### config.mk
export PLATFORM = sky130hd
export DESIGN_NAME = uart_irq_ctrl
export DESIGN_NICKNAME = d
export VERILOG_FILES = /design/src/rtl/uart_irq_pkg.sv /design/src/rtl/irq_line_sync.sv /design/src/rtl/irq_sticky_bits.sv /design/src/rtl/irq_rts_ctrl.sv /design/src/rtl/uart_irq_ctrl.sv
export SDC_FILE = /design/constraint.sdc
export NUM_CORES = 1
export LEC_CHECK = 0
export CORE_MARGIN = 5
export CORE_UTILIZATION = 48
export CTS_BUF_LIST = sky130_fd_sc_hd__clkbuf_4
export CTS_CLUSTER_SIZE = 10
export DETAILED_ROUTE_END_ITERATION = 10
export PLACE_DENSITY = 0.88
export SLEW_MARGIN = 20
export SYNTH_ARGS = -nofsm -noshare
export SYNTH_HDL_FRONTEND = slang
export SYNTH_SLANG_ARGS = --single-unit
### constraint.sdc
create_clock -name clk -period 1.2 [get_ports clk]
set_input_delay 0.18 -clock clk [delete_from_list [all_inputs] [get_ports clk]]
set_output_delay 0.18 -clock clk [all_outputs]
set_load 0.01 [all_outputs]
### src/rtl/uart_irq_pkg.sv
package uart_irq_pkg;
  typedef enum logic [2:0] {
    ADR_RAW  = 3'd0,
    ADR_EN   = 3'd1,
    ADR_CLR  = 3'd2,
    ADR_MASK = 3'd3,
    ADR_CTRL = 3'd4
  } reg_addr_e;

  localparam int NUM_STICKY = 6;   // bits 7..2
  localparam int NUM_EVT    = 8;   // bits 7..0
  localparam int NUM_LVL    = 5;   // bits 12..8
  localparam int RAW_W      = NUM_EVT + NUM_LVL;
endpackage

### src/rtl/irq_line_sync.sv
module irq_line_sync #(
  parameter int N = 3
) (
  input  logic         clk,
  input  logic         rst,
  input  logic [N-1:0] line_in,
  output logic [N-1:0] lvl,
  output logic [N-1:0] chg
);
  logic [N-1:0] s1_q, s2_q, prev_q;

  for (genvar i = 0; i < N; i++) begin : g_bit
    always_ff @(posedge clk) begin
      if (rst) begin
        s1_q[i]   <= 1'b0;
        s2_q[i]   <= 1'b0;
        prev_q[i] <= 1'b0;
      end else begin
        s1_q[i]   <= line_in[i];
        s2_q[i]   <= s1_q[i];
        prev_q[i] <= s2_q[i];
      end
    end
    assign chg[i] = s2_q[i] ^ prev_q[i];
  end

  assign lvl = s2_q;
endmodule

### src/rtl/irq_sticky_bits.sv
module irq_sticky_bits #(
  parameter int W = 6
) (
  input  logic         clk,
  input  logic         rst,
  input  logic [W-1:0] ev,
  input  logic [W-1:0] clr,
  output logic [W-1:0] q
);
  always_ff @(posedge clk) begin
    if (rst) q <= '0;
    else     q <= ev | (q & ~clr);
  end


  sticky_hold_chk: assert property (@(posedge clk) disable iff (rst)
    ((q & ~clr) != '0) |=> (($past(q) & ~$past(clr) & ~q) == '0));


  set_wins_chk: assert property (@(posedge clk) disable iff (rst)
    (ev != '0) |=> (($past(ev) & ~q) == '0));
endmodule

### src/rtl/irq_rts_ctrl.sv
module irq_rts_ctrl #(
  parameter int CNT_W = 5
) (
  input  logic             clk,
  input  logic             rst,
  input  logic             hw_en,
  input  logic             sw_rts,
  input  logic [CNT_W-1:0] rx_count,
  input  logic [CNT_W-1:0] rx_wmark,
  output logic             rts
);
  always_ff @(posedge clk) begin
    if (rst)        rts <= 1'b0;
    else if (hw_en) rts <= (rx_count < rx_wmark);
    else            rts <= sw_rts;
  end


  rts_hw_chk: assert property (@(posedge clk) disable iff (rst)
    (hw_en && (rx_count >= rx_wmark)) |=> !rts);


  rts_sw_chk: assert property (@(posedge clk) disable iff (rst)
    (!hw_en) |=> (rts == $past(sw_rts)));
endmodule

### src/rtl/uart_irq_ctrl.sv
module uart_irq_ctrl
  import uart_irq_pkg::*;
#(
  parameter int CNT_W  = 5,
  parameter int DATA_W = 16
) (
  input  logic              clk,
  input  logic              rst,
  input  logic [CNT_W-1:0]  rx_count,
  input  logic [CNT_W-1:0]  rx_wmark,
  input  logic [CNT_W-1:0]  tx_count,
  input  logic [CNT_W-1:0]  tx_wmark,
  input  logic              rx_timeout,
  input  logic              err_parity,
  input  logic              err_frame,
  input  logic              err_overrun,
  input  logic              err_break,
  input  logic              cts_in,
  input  logic              dsr_in,
  input  logic              rxd_in,
  input  logic              txd_lvl,
  input  logic              bus_sel,
  input  logic              bus_wr,
  input  logic [2:0]        bus_addr,
  input  logic [7:0]        bus_wdata,
  output logic [DATA_W-1:0] bus_rdata,
  output logic              rts_out,
  output logic              irq
);
  localparam int PAD_W = DATA_W - RAW_W;

  // modem and serial-in synchronization: index 0 dsr, 1 cts, 2 rxd
  logic [2:0] line_lvl, line_chg;
  irq_line_sync #(.N(3)) u_sync (
    .clk(clk), .rst(rst),
    .line_in({rxd_in, cts_in, dsr_in}),
    .lvl(line_lvl), .chg(line_chg)
  );

  // bus decode
  logic wr_en, wr_clr, wr_ctrl;
  assign wr_en   = bus_sel && bus_wr && (bus_addr == ADR_EN);
  assign wr_clr  = bus_sel && bus_wr && (bus_addr == ADR_CLR);
  assign wr_ctrl = bus_sel && bus_wr && (bus_addr == ADR_CTRL);

  // sticky bits 7..2
  logic [NUM_STICKY-1:0] stk_ev, stk_clr, stk_q;
  assign stk_ev  = {err_break, line_chg[1], line_chg[0], err_overrun, err_frame, err_parity};
  assign stk_clr = wr_clr ? bus_wdata[7:2] : '0;

  irq_sticky_bits #(.W(NUM_STICKY)) u_sticky (
    .clk(clk), .rst(rst), .ev(stk_ev), .clr(stk_clr), .q(stk_q)
  );

  // level bits 1..0 with timeout hold
  logic to_q, to_next, rx_lvl_q, tx_lvl_q;
  assign to_next = rx_timeout | (to_q & (rx_count != '0));

  always_ff @(posedge clk) begin
    if (rst) begin
      to_q     <= 1'b0;
      rx_lvl_q <= 1'b0;
      tx_lvl_q <= 1'b0;
    end else begin
      to_q     <= to_next;
      rx_lvl_q <= (rx_count > rx_wmark) | to_next;
      tx_lvl_q <= (tx_count < tx_wmark);
    end
  end

  // control and enable registers
  logic [NUM_EVT-1:0] en_q;
  logic [1:0]         ctrl_q;
  logic               unused_wdata;
  assign unused_wdata = ^bus_wdata[7:2];

  always_ff @(posedge clk) begin
    if (rst) begin
      en_q   <= '0;
      ctrl_q <= '0;
    end else begin
      if (wr_en)   en_q   <= bus_wdata;
      if (wr_ctrl) ctrl_q <= bus_wdata[1:0];
    end
  end

  irq_rts_ctrl #(.CNT_W(CNT_W)) u_rts (
    .clk(clk), .rst(rst),
    .hw_en(ctrl_q[1]), .sw_rts(ctrl_q[0]),
    .rx_count(rx_count), .rx_wmark(rx_wmark),
    .rts(rts_out)
  );

  // live levels: txd, rxd, rts, cts, dsr
  logic [NUM_LVL-1:0] lvl_q;
  always_ff @(posedge clk) begin
    if (rst) lvl_q <= '0;
    else     lvl_q <= {txd_lvl, line_lvl[2], rts_out, line_lvl[1], line_lvl[0]};
  end

  logic [NUM_EVT-1:0] evt_word, masked;
  assign evt_word = {stk_q, tx_lvl_q, rx_lvl_q};
  assign masked   = evt_word & en_q;

  always_ff @(posedge clk) begin
    if (rst) irq <= 1'b0;
    else     irq <= |masked;
  end

  always_ff @(posedge clk) begin
    if (rst) begin
      bus_rdata <= '0;
    end else if (bus_sel && !bus_wr) begin
      case (bus_addr)
        ADR_RAW:  bus_rdata <= {{PAD_W{1'b0}}, lvl_q, evt_word};
        ADR_EN:   bus_rdata <= {{(DATA_W-NUM_EVT){1'b0}}, en_q};
        ADR_MASK: bus_rdata <= {{(DATA_W-NUM_EVT){1'b0}}, masked};
        ADR_CTRL: bus_rdata <= {{(DATA_W-2){1'b0}}, ctrl_q};
        default:  bus_rdata <= '0;
      endcase
    end
  end


  irq_mask_chk: assert property (@(posedge clk) disable iff (rst)
    (en_q == '0) |=> !irq);


  rx_hold_chk: assert property (@(posedge clk) disable iff (rst)
    rx_timeout |=> rx_lvl_q);


  tx_level_chk: assert property (@(posedge clk) disable iff (rst)
    (tx_count < tx_wmark) |=> tx_lvl_q);
endmodule

* Word-level counts from Yosys, hierarchy flattened *
Cells that the tools add are included.

storage, ports and cells
  register bits after elaboration = 50
  input bits = 44
  output and inout port bits = 18
  logic and storage cells = 46

cells by class
  $lt $le $gt $ge = 3
  eq/ne operators = 4
  muxes and demuxes = 3
  bitwise gates (word level) = 9
  reductions and logical operators = 9

operators by type and width
  kind                                                                   count
  13-bit case mux with 4 select lines                                    1
  5-bit < comparator                                                     2
  8-bit AND                                                              1
  8-bit OR reduction                                                     1
  6-bit AND                                                              1
  3-bit by 2-bit equality test with 1-bit output, second input constant  2
  6-bit two-way mux                                                      1
  6-bit NOT                                                              1
  6-bit bitwise OR                                                       1
  5-bit greater-than comparator                                          1
  1-bit logical AND                                                      5
  5-bit nonzero test                                                     1
  3-bit by 1-bit equality test with 1-bit output, second input constant  1
  3-bit equality test, second input constant                             1
  3-bit zero test                                                        1
  1-bit bitwise OR                                                       2
  1-bit bitwise XOR                                                      2
  1-bit AND                                                              1
  1-bit zero test                                                        1
  1-bit two-way mux                                                      1

* Logic depth before layout (Yosys ltp) *
Gate-level depths: netlist (run 1).

  depth in word-level cells = 6
  gate-level depth with buffers = 6
  mapped depth without buffers = 6

* Cells and area by module *
From an unflattened synthesis (run 1), not the netlist that was laid out.

unflattened totals
  cells, all modules = 241
  area total of the unflattened synthesis = 2283.4 sq um

by module, submodules not included
  module           times used  cells each  area each (sq um)  seq. area each (sq um)
  uart_irq_ctrl    1           178         1609.0             640.6
  irq_line_sync    1           21          262.8              180.2
  irq_sticky_bits  1           24          255.2              120.1
  irq_rts_ctrl     1           18          156.4              20.0

* Least setup slack after synthesis (run 1) *
No wires, ideal clock.

  kind = input -> register
  start = in bus_addr[2]
  end = reg u_sticky.q[3]
  library setup time = 132 ps
  arrival time = 999 ps
  required time = 1068 ps
  slack = 69 ps
  cell stages on the path = 6
  path buffers = 2
  cell sequence = buf_6 nand3b_4 or2_1 buf_6 o21ai_0 a21oi_1

on the way
  longest elaborated chain between the ends = 6

RTL lines
  item                                            line                   RTL
  start: declaration                              uart_irq_ctrl.sv:24    input logic [2:0] bus_addr,
  3-bit by 2-bit equality test with 1-bit output  uart_irq_ctrl.sv:43    assign wr_clr = bus_sel && bus_wr && (bus_addr == ADR_CLR);
  1-bit logical AND                               uart_irq_ctrl.sv:43
  6-bit two-way mux                               uart_irq_ctrl.sv:49    assign stk_clr = wr_clr ? bus_wdata[7:2] : '0;
  6-bit NOT                                       irq_sticky_bits.sv:12  else q <= ev | (q & ~clr);
  6-bit AND                                       irq_sticky_bits.sv:12
  6-bit bitwise OR                                irq_sticky_bits.sv:12
  end signal: assignment                          irq_sticky_bits.sv:12
  end: declaration                                irq_sticky_bits.sv:8   output logic [W-1:0] q

No other way between the ends.
A chain may end at the register's enable or synchronous reset.

* Worst setup path after layout (run 1) *
  start = in rx_wmark[1]
  end = reg rx_lvl_q

on the way
  longest elaborated chain between the ends = 2

RTL lines
  item                           line                 RTL
  start: declaration             uart_irq_ctrl.sv:10  input logic [CNT_W-1:0] rx_wmark,
  5-bit greater-than comparator  uart_irq_ctrl.sv:66  rx_lvl_q <= (rx_count > rx_wmark) | to_next;
  1-bit bitwise OR               uart_irq_ctrl.sv:66
  end signal: assignment         uart_irq_ctrl.sv:66
  end: declaration               uart_irq_ctrl.sv:56  logic to_q, to_next, rx_lvl_q, tx_lvl_q;

No other way between the ends.

==> results of run 1 <==
stage by stage:
step	worst slack, ns	setup TNS [ns]	total power [W]
5_1_grt	-0.129	-0.162	0.00291
3_5_place_dp	-0.459	-11.96	0.00205
3_3_place_gp	-0.407	-11.13	0.00203
4_1_cts	0.00651	0	0.00278
2_1_floorplan	0.0687	0	0.00181
6_report	-0.0855	-0.0855	0.00279
area by class of cell:
cell class / instances / area [um2]
fill: 349 / 1310
multi-input combinational: 149 / 1100
sequential: 45 / 905
timing repair buffer: 79 / 774
tap: 52 / 65.1
inverter: 12 / 45.0
clock buffer: 5 / 37.5
clock inverter: 3 / 21.3
critical path, delay by kind of cell:
family	cells	cell delay, ns
AO/OA/AOI/OAI	2	0.38
adder cells (fa/ha/maj)	1	0.21
buffers and inverters	2	0.51
AND/OR/NAND/NOR	2	0.27
power groups by stage:
| stage | combinational [W] | sequential (W) | clock, W |
|---|---|---|---|
| 2_1_floorplan | 0.000210 | 0.00160 | 0 |
| 3_3_place_gp | 0.000431 | 0.00160 | 0 |
| 3_5_place_dp | 0.000447 | 0.00160 | 0 |
| 4_1_cts | 0.000462 | 0.00157 | 0.000742 |
| 5_1_grt | 0.000529 | 0.00158 | 0.000801 |
| 6_report | 0.000487 | 0.00157 | 0.000726 |
state kept, by name, summed over array words and instances, names as in the netlist, 2 cells and up:
name         count
u_sync.s1_q      3
lvl_q            5
u_sticky.q       6
en_q             8
ctrl_q           2
u_sync.lvl       3
bus_rdata       13
routing by layer:
layer | vias up | global-route usage | share of wire
met5 | - | 0 | 0
met4 | 0 | 0.0350 | 0.0059
met3 | 3 | 0.0501 | 0.081
met2 | 56 | 0.326 | 0.52
met1 | 862 | 0.201 | 0.39
li1 | 907 | - | -
cells in the final DEF, fill, tap and decap left out, types with 2 or more instances in the layout:
cell and count:
clkbuf_4 5, o21ai_0 3, dfxtp_1 42, buf_12 2, a21oi_1 9, conb_1 3, a32o_1 6, nor2b_1 13
ha_1 5, inv_2 2, dfxtp_2 3, buf_6 3, mux2i_1 10, clkdlybuf4s50_1 33, dlymetal6s2s_1 9, a32oi_1 2
clkbuf_2 3, nor3_1 6, xnor2_1 2, ha_4 4, clkdlybuf4s15_1 9, inv_1 10, nand2b_1 10, or2b_1 2
buf_4 15, nor2_1 23, a211oi_1 2, nand2_1 8, nand3_1 10, nor3b_2 4, o211a_1 2, a22oi_1 9
dlygate4sd2_1 4
cells by family (layout without fill, tap and decap cells):
kind of cell / after synthesis / after routing / share of synthesized area
AO/OA/AOI/OAI: 42 / 42 / 0.149
XOR/XNOR: 2 / 2 / 0.00843
other: 1 / 3 / 0.00180
AND/OR/NAND/NOR: 83 / 83 / 0.230
multiplexers: 10 / 10 / 0.0482
adder cells (fa/ha/maj): 9 / 9 / 0.0542
flip-flops: 45 / 45 / 0.433
buffers and inverters: 27 / 99 / 0.0746
timing repair:
action / CTS / global route
pin swaps: 4 / 3
gates cloned: 0 / 1
setup buffers: 0 / 0
setup endpoints to repair: 30 / 34
hold endpoints to repair: 0 / 0
gates resized for setup: 23 / 36
worst max path at each step:
stage	from	to	slack, ns	cells past startpoint
after floorplan	bus_addr[2]	u_sticky.q[3]	0.07	6
after global placement	rx_wmark[4]	rx_lvl_q	-0.41	7
after CTS	rx_wmark[1]	rx_lvl_q	0.007	7
final	rx_wmark[1]	rx_lvl_q	-0.09	7
after global routing	rx_wmark[1]	rx_lvl_q	-0.13	7
after detailed placement	tx_wmark[2]	tx_lvl_q	-0.46	6
==> flow_metrics.tcl, run 1 <==
set metrics [dict create \
    ys_top_cells_by_count "45 x dfxtp_1, 23 x nor2_1, 13 x nor2b_1" \
    antenna_found_initial 0 \
    maxCapViolCount 0 \
    holdPathStages 4 \
    vias 1828 \
    required_ns 1.46 \
    power_frac_seq 0.565 \
    final-setup-viol-count 1 \
    grt_pass1_wl_um 7840 \
    grtUsageTotal 0.176 \
    place.gp.congestion 0.808 \
    cts_tree "yes" \
    p_comb_frac 0.175 \
    cts_sinks 45 \
    path_clk_slew_ns 0.12 \
    cts.htree.levels 2 \
    die_x_um 75.8 \
    grt_max_degree 20 \
    drc 0 \
    final_cells 345 \
    rows 24 \
    switching_share 0.263 \
    r2r_start "tx_lvl_q" \
    cts_buffers 5 \
    dieHeight_um 75.8 \
    synth-seq-area-share 0.433 \
    synth_flop_cell "dfxtp_1" \
    io_pins 62 \
    hp-class "input port to register" \
    p_int_w 0.00205 \
    drive_gt1_frac 0.184 \
    crit_slowest_cell "clkdlybuf4s50_1" \
    vias_per_cell 5.30 \
    ir_drop_v 0.000514 \
    cts-root-buf "clkbuf_4" \
    yosys-top-cells-area "dfxtp_1 43%, ha_1 5.4%, mux2i_1 4.8%, nor2_1 4.2%, nor2b_1 3.9%" \
    r2r_end "bus_rdata[1]" \
    p_leak_nw 1.24 \
    post_dp_cell_area_um2 2800 \
    place_inst 336 \
    fin_util 0.692 \
    cp-end-kind "register" \
    arrival_ns 1.54 \
    async_flop_share 0 \
    nNetsFinal 345 \
    skew_ns 0.00856 \
    worstHoldStart "bus_addr[2]" \
    max_stage_delay_ns 0.45 \
    pwr_density_cell_nw_per_um2 944 \
    synth_most_common_cell "dfxtp_1" \
    synth.top_cell.area_share 0.433 \
    syn_area_per_cell_um2 9.49 \
    violations "setup timing" \
    wl_per_cell_um 14.7 \
    fin_crit_ns 1.29 \
    n_antenna_cell 0 \
    hold_violations 0 \
    start_util 0.487 \
    io_buffers 58 \
    synth_area_leader_cell "dfxtp_1" \
    fin_area_um2 2950 \
    r2r_setup_slack_ns 0.10 \
    ff2ff_path_depth 4 \
    ys_warn_count 0 \
    outcome "complete, but fails checks" \
    grt-ovfl-total 0 \
    power.share.clock 0.261 \
    first_global_vias 1746 \
    clock_latency_ns 0.36 \
    synth-edff-count 0 \
    ys_ff_latch 45 \
    worstSetupPathType "input port to register" \
    hpwl_um 3770 \
    crit_chain "clkdlybuf4s50_1 > inv_1 > ha_4 > nor2b_1 > o21ai_1 > nand3_1 > a21o_1" \
    hold_end "bus_rdata[0]" \
    clock_path_buffers 2 \
    p_sw_w 0.000733 \
    fin_hold_ws_ns 0.324 \
    ys_types 39 \
    ant_nets 0 \
    dr.pass1.iters 4 \
    startpoint_type "input port" \
    drv_slew 0 \
    drt_iter0_drc 81 \
    syn-instance-count 219 \
    cp_max_fo 2 \
    die-area_um2 5750 \
    holdBufCountCts 0 \
    core_area_um2 4260 \
    clock.fmax_mhz 778 \
    syn2layout_area_growth_pct 42.1 \
    synth_area_um2 2080 \
    post-route-period-util 1.07 \
    worst_slack_ns -0.0855 \
    wl_um 5080 \
]
Note: power is estimated with default switching activity, not from simulation.
==> run 2: changes to the inputs <==
--- a/config.mk
+++ b/config.mk
@@ -6,11 +6,11 @@
 export NUM_CORES = 1
 export LEC_CHECK = 0
 export CORE_MARGIN = 5
-export CORE_UTILIZATION = 48
+export CORE_UTILIZATION = 52
 export CTS_BUF_LIST = sky130_fd_sc_hd__clkbuf_4
 export CTS_CLUSTER_SIZE = 10
 export DETAILED_ROUTE_END_ITERATION = 10
-export PLACE_DENSITY = 0.88
+export PLACE_DENSITY = 0.94
 export SLEW_MARGIN = 20
 export SYNTH_ARGS = -nofsm -noshare
 export SYNTH_HDL_FRONTEND = slang
==> constraint.sdc (replaced) <==
create_clock -name clk -period 1.5 [get_ports clk]
set_input_delay 0.225 -clock clk [delete_from_list [all_inputs] [get_ports clk]]
set_output_delay 0.225 -clock clk [all_outputs]
set_load 0.01 [all_outputs]
==> run 2 against run 1 <==
Effect of this change:
- the flow now finishes without violations
- non-clock buffer count down 1
- final area shrank 4.0%
- via count rose by 0.88%
- first-iteration DRC count increased by 72%
- routed wire length shrank 1.2%
- sequential cell count stayed put
- critical path depth fell by 6
- hold slack better by 0.077 ns
- utilization up 2.6 points
- critical endpoint is now irq
==> flow_metrics.tcl, run 2 (synthesized netlist as in run 1, its figures left out) <==
set metrics [dict create \
    cts_setup_buffers 0 \
    timing.setup.tns_ns 0 \
    hold_violations 0 \
    worstSetupPathType "register to output pin" \
    crit_chain "clkdlybuf4s50_1" \
    fin_crit_ns 1.44 \
    grt-ovfl-total 0 \
    io_pins 62 \
    cts-root-buf "clkbuf_4" \
    wl_per_cell_um 14.7 \
    ant_nets 0 \
    crit_slowest_cell "clkdlybuf4s50_1" \
    dr.pass1.iters 4 \
    worstHoldStart "rxd_in" \
    vias 1844 \
    fillerInstances 303 \
    mostFrequentLayoutCell "dfxtp_1" \
    worst-path-stages 1 \
    rows 23 \
    required_ns 1.27 \
    cts_tree "yes" \
    cp-end-kind "output pin" \
    n_antenna_cell 0 \
    pwr_density_cell_nw_per_um2 777 \
    r2r_end "bus_rdata[0]" \
    place_inst 334 \
    final-setup-viol-count 0 \
    first_global_vias 1819 \
    max_stage_delay_ns 0.52 \
    antenna_found_initial 0 \
    startpoint_type "register" \
    clock_path_buffers 2 \
    nNetsFinal 344 \
    final_cells 342 \
    die_x_um 73.2 \
    ff2ff_path_depth 4 \
    start_util 0.527 \
    cp_max_fo 1 \
    cts.htree.levels 2 \
    path_clk_slew_ns 0.13 \
    largest_register "bus_rdata" \
    clock.fmax_mhz 694 \
    place_ws_ns -0.216 \
    drive_gt1_frac 0.127 \
    post-route-period-util 0.961 \
    grt_max_degree 21 \
    drc 0 \
    maxCapViolCount 0 \
    p_leak_nw 1.22 \
    grtUsageTotal 0.192 \
    skew_ns 0.00929 \
    syn2layout_area_growth_pct 36.4 \
    arrival_ns 1.22 \
    place.gp.congestion 0.819 \
    outcome "complete, no violations" \
    hp-class "input port to register" \
    r2r_start "rx_lvl_q" \
    critical_path.top_delay_family "buffers and inverters" \
    dieHeight_um 73.2 \
    mostFrequentLayoutCells "45 x dfxtp_1, 44 x clkdlybuf4s50_1, 23 x nor2_1" \
    cts_buffers 5 \
    worst_slack_ns 0.0581 \
    cts_sinks 45 \
    drv_slew 0 \
    die-area_um2 5360 \
    core_area_um2 3940 \
    io_buffers 58 \
    cp-startpoint "irq" \
    largest_registers "bus_rdata x13, en_q x8, u_sticky.q x6" \
    wl_um 5020 \
    worst-path-buf-inv 1 \
    hold_end "u_sync.s1_q[2]" \
    drt_iter0_drc 139 \
    rsz0062_at_grt "no" \
    holdPathStages 2 \
    vias_per_cell 5.39 \
    clock_latency_ns 0.36 \
    grt_pass1_wl_um 8050 \
    hpwl_um 4000 \
    r2r_setup_slack_ns 0.35 \
    ir_drop_v 0.000448 \
    largest_reg_flops 13 \
]
[run 2: what timing repair did]
item | 4_1_cts | 5_1_grt
hold endpoints to repair | 0 | 0
setup endpoints to repair | 11 | 3
resized for setup | 11 | 3
gates cloned | 0 | 0
hold buffers | 0 | 0
[run 2: where the power goes]
group | leakage [nW] | switching (W) | internal (W)
combinational | 0.824 | 0.000146 | 0.000208
clock | 0.0316 | 0.000402 | 0.000186
sequential | 0.367 | 0.0000274 | 0.00123
[run 2: through the flow]
step | util | power (W) | area, um2 | hold slack [ns]
after floorplan | - | 0.00145 | 2090 | 0.353
after global placement | 0.705 | 0.00162 | 2780 | 0.416
after detailed placement | 0.705 | 0.00164 | 2780 | 0.427
after CTS | 0.717 | 0.00223 | 2830 | 0.380
after global routing | 0.719 | 0.00230 | 2830 | 0.378
final | 0.719 | 0.00220 | 2830 | 0.401
[run 2: area by class of cell]
cell class / instances / area, um2 / area share
flip-flops and latches: 45 / 901 / 0.318
clock buffers: 5 / 37.5 / 0.0132
clock inverters: 3 / 21.3 / 0.00751
well taps: 50 / 62.6 / 0.0221
inverters: 12 / 45.0 / 0.0159
repair buffers: 78 / 737 / 0.260
multi-input cells: 149 / 1030 / 0.363
[run 2: worst max path at each step]
stage	end	slack [ns]
finish	irq	0.06
global route	irq	0.01
CTS	bus_rdata[11]	0.0002
detailed placement	u_sticky.q[4]	-0.22
global placement	tx_lvl_q	-0.14
floorplan	u_sticky.q[3]	0.32
[run 2: routing by layer]
metal | GRT usage | part of all wire
met2 | 0.365 | 0.52
met4 | 0.0615 | 0.020
met3 | 0.0661 | 0.099
met5 | 0 | 0
met1 | 0.192 | 0.37
==> run 3: changes to the inputs <==
--- a/config.mk
+++ b/config.mk
@@ -5,6 +5,7 @@
 export SDC_FILE = /design/constraint.sdc
 export NUM_CORES = 1
 export LEC_CHECK = 0
+export ABC_CLOCK_PERIOD_IN_PS = 1500
 export CORE_MARGIN = 5
 export CORE_UTILIZATION = 52
 export CTS_BUF_LIST = sky130_fd_sc_hd__clkbuf_4
==> results of run 3 <==
No change in the layout: final DEF, timing and power equal those of run 2.
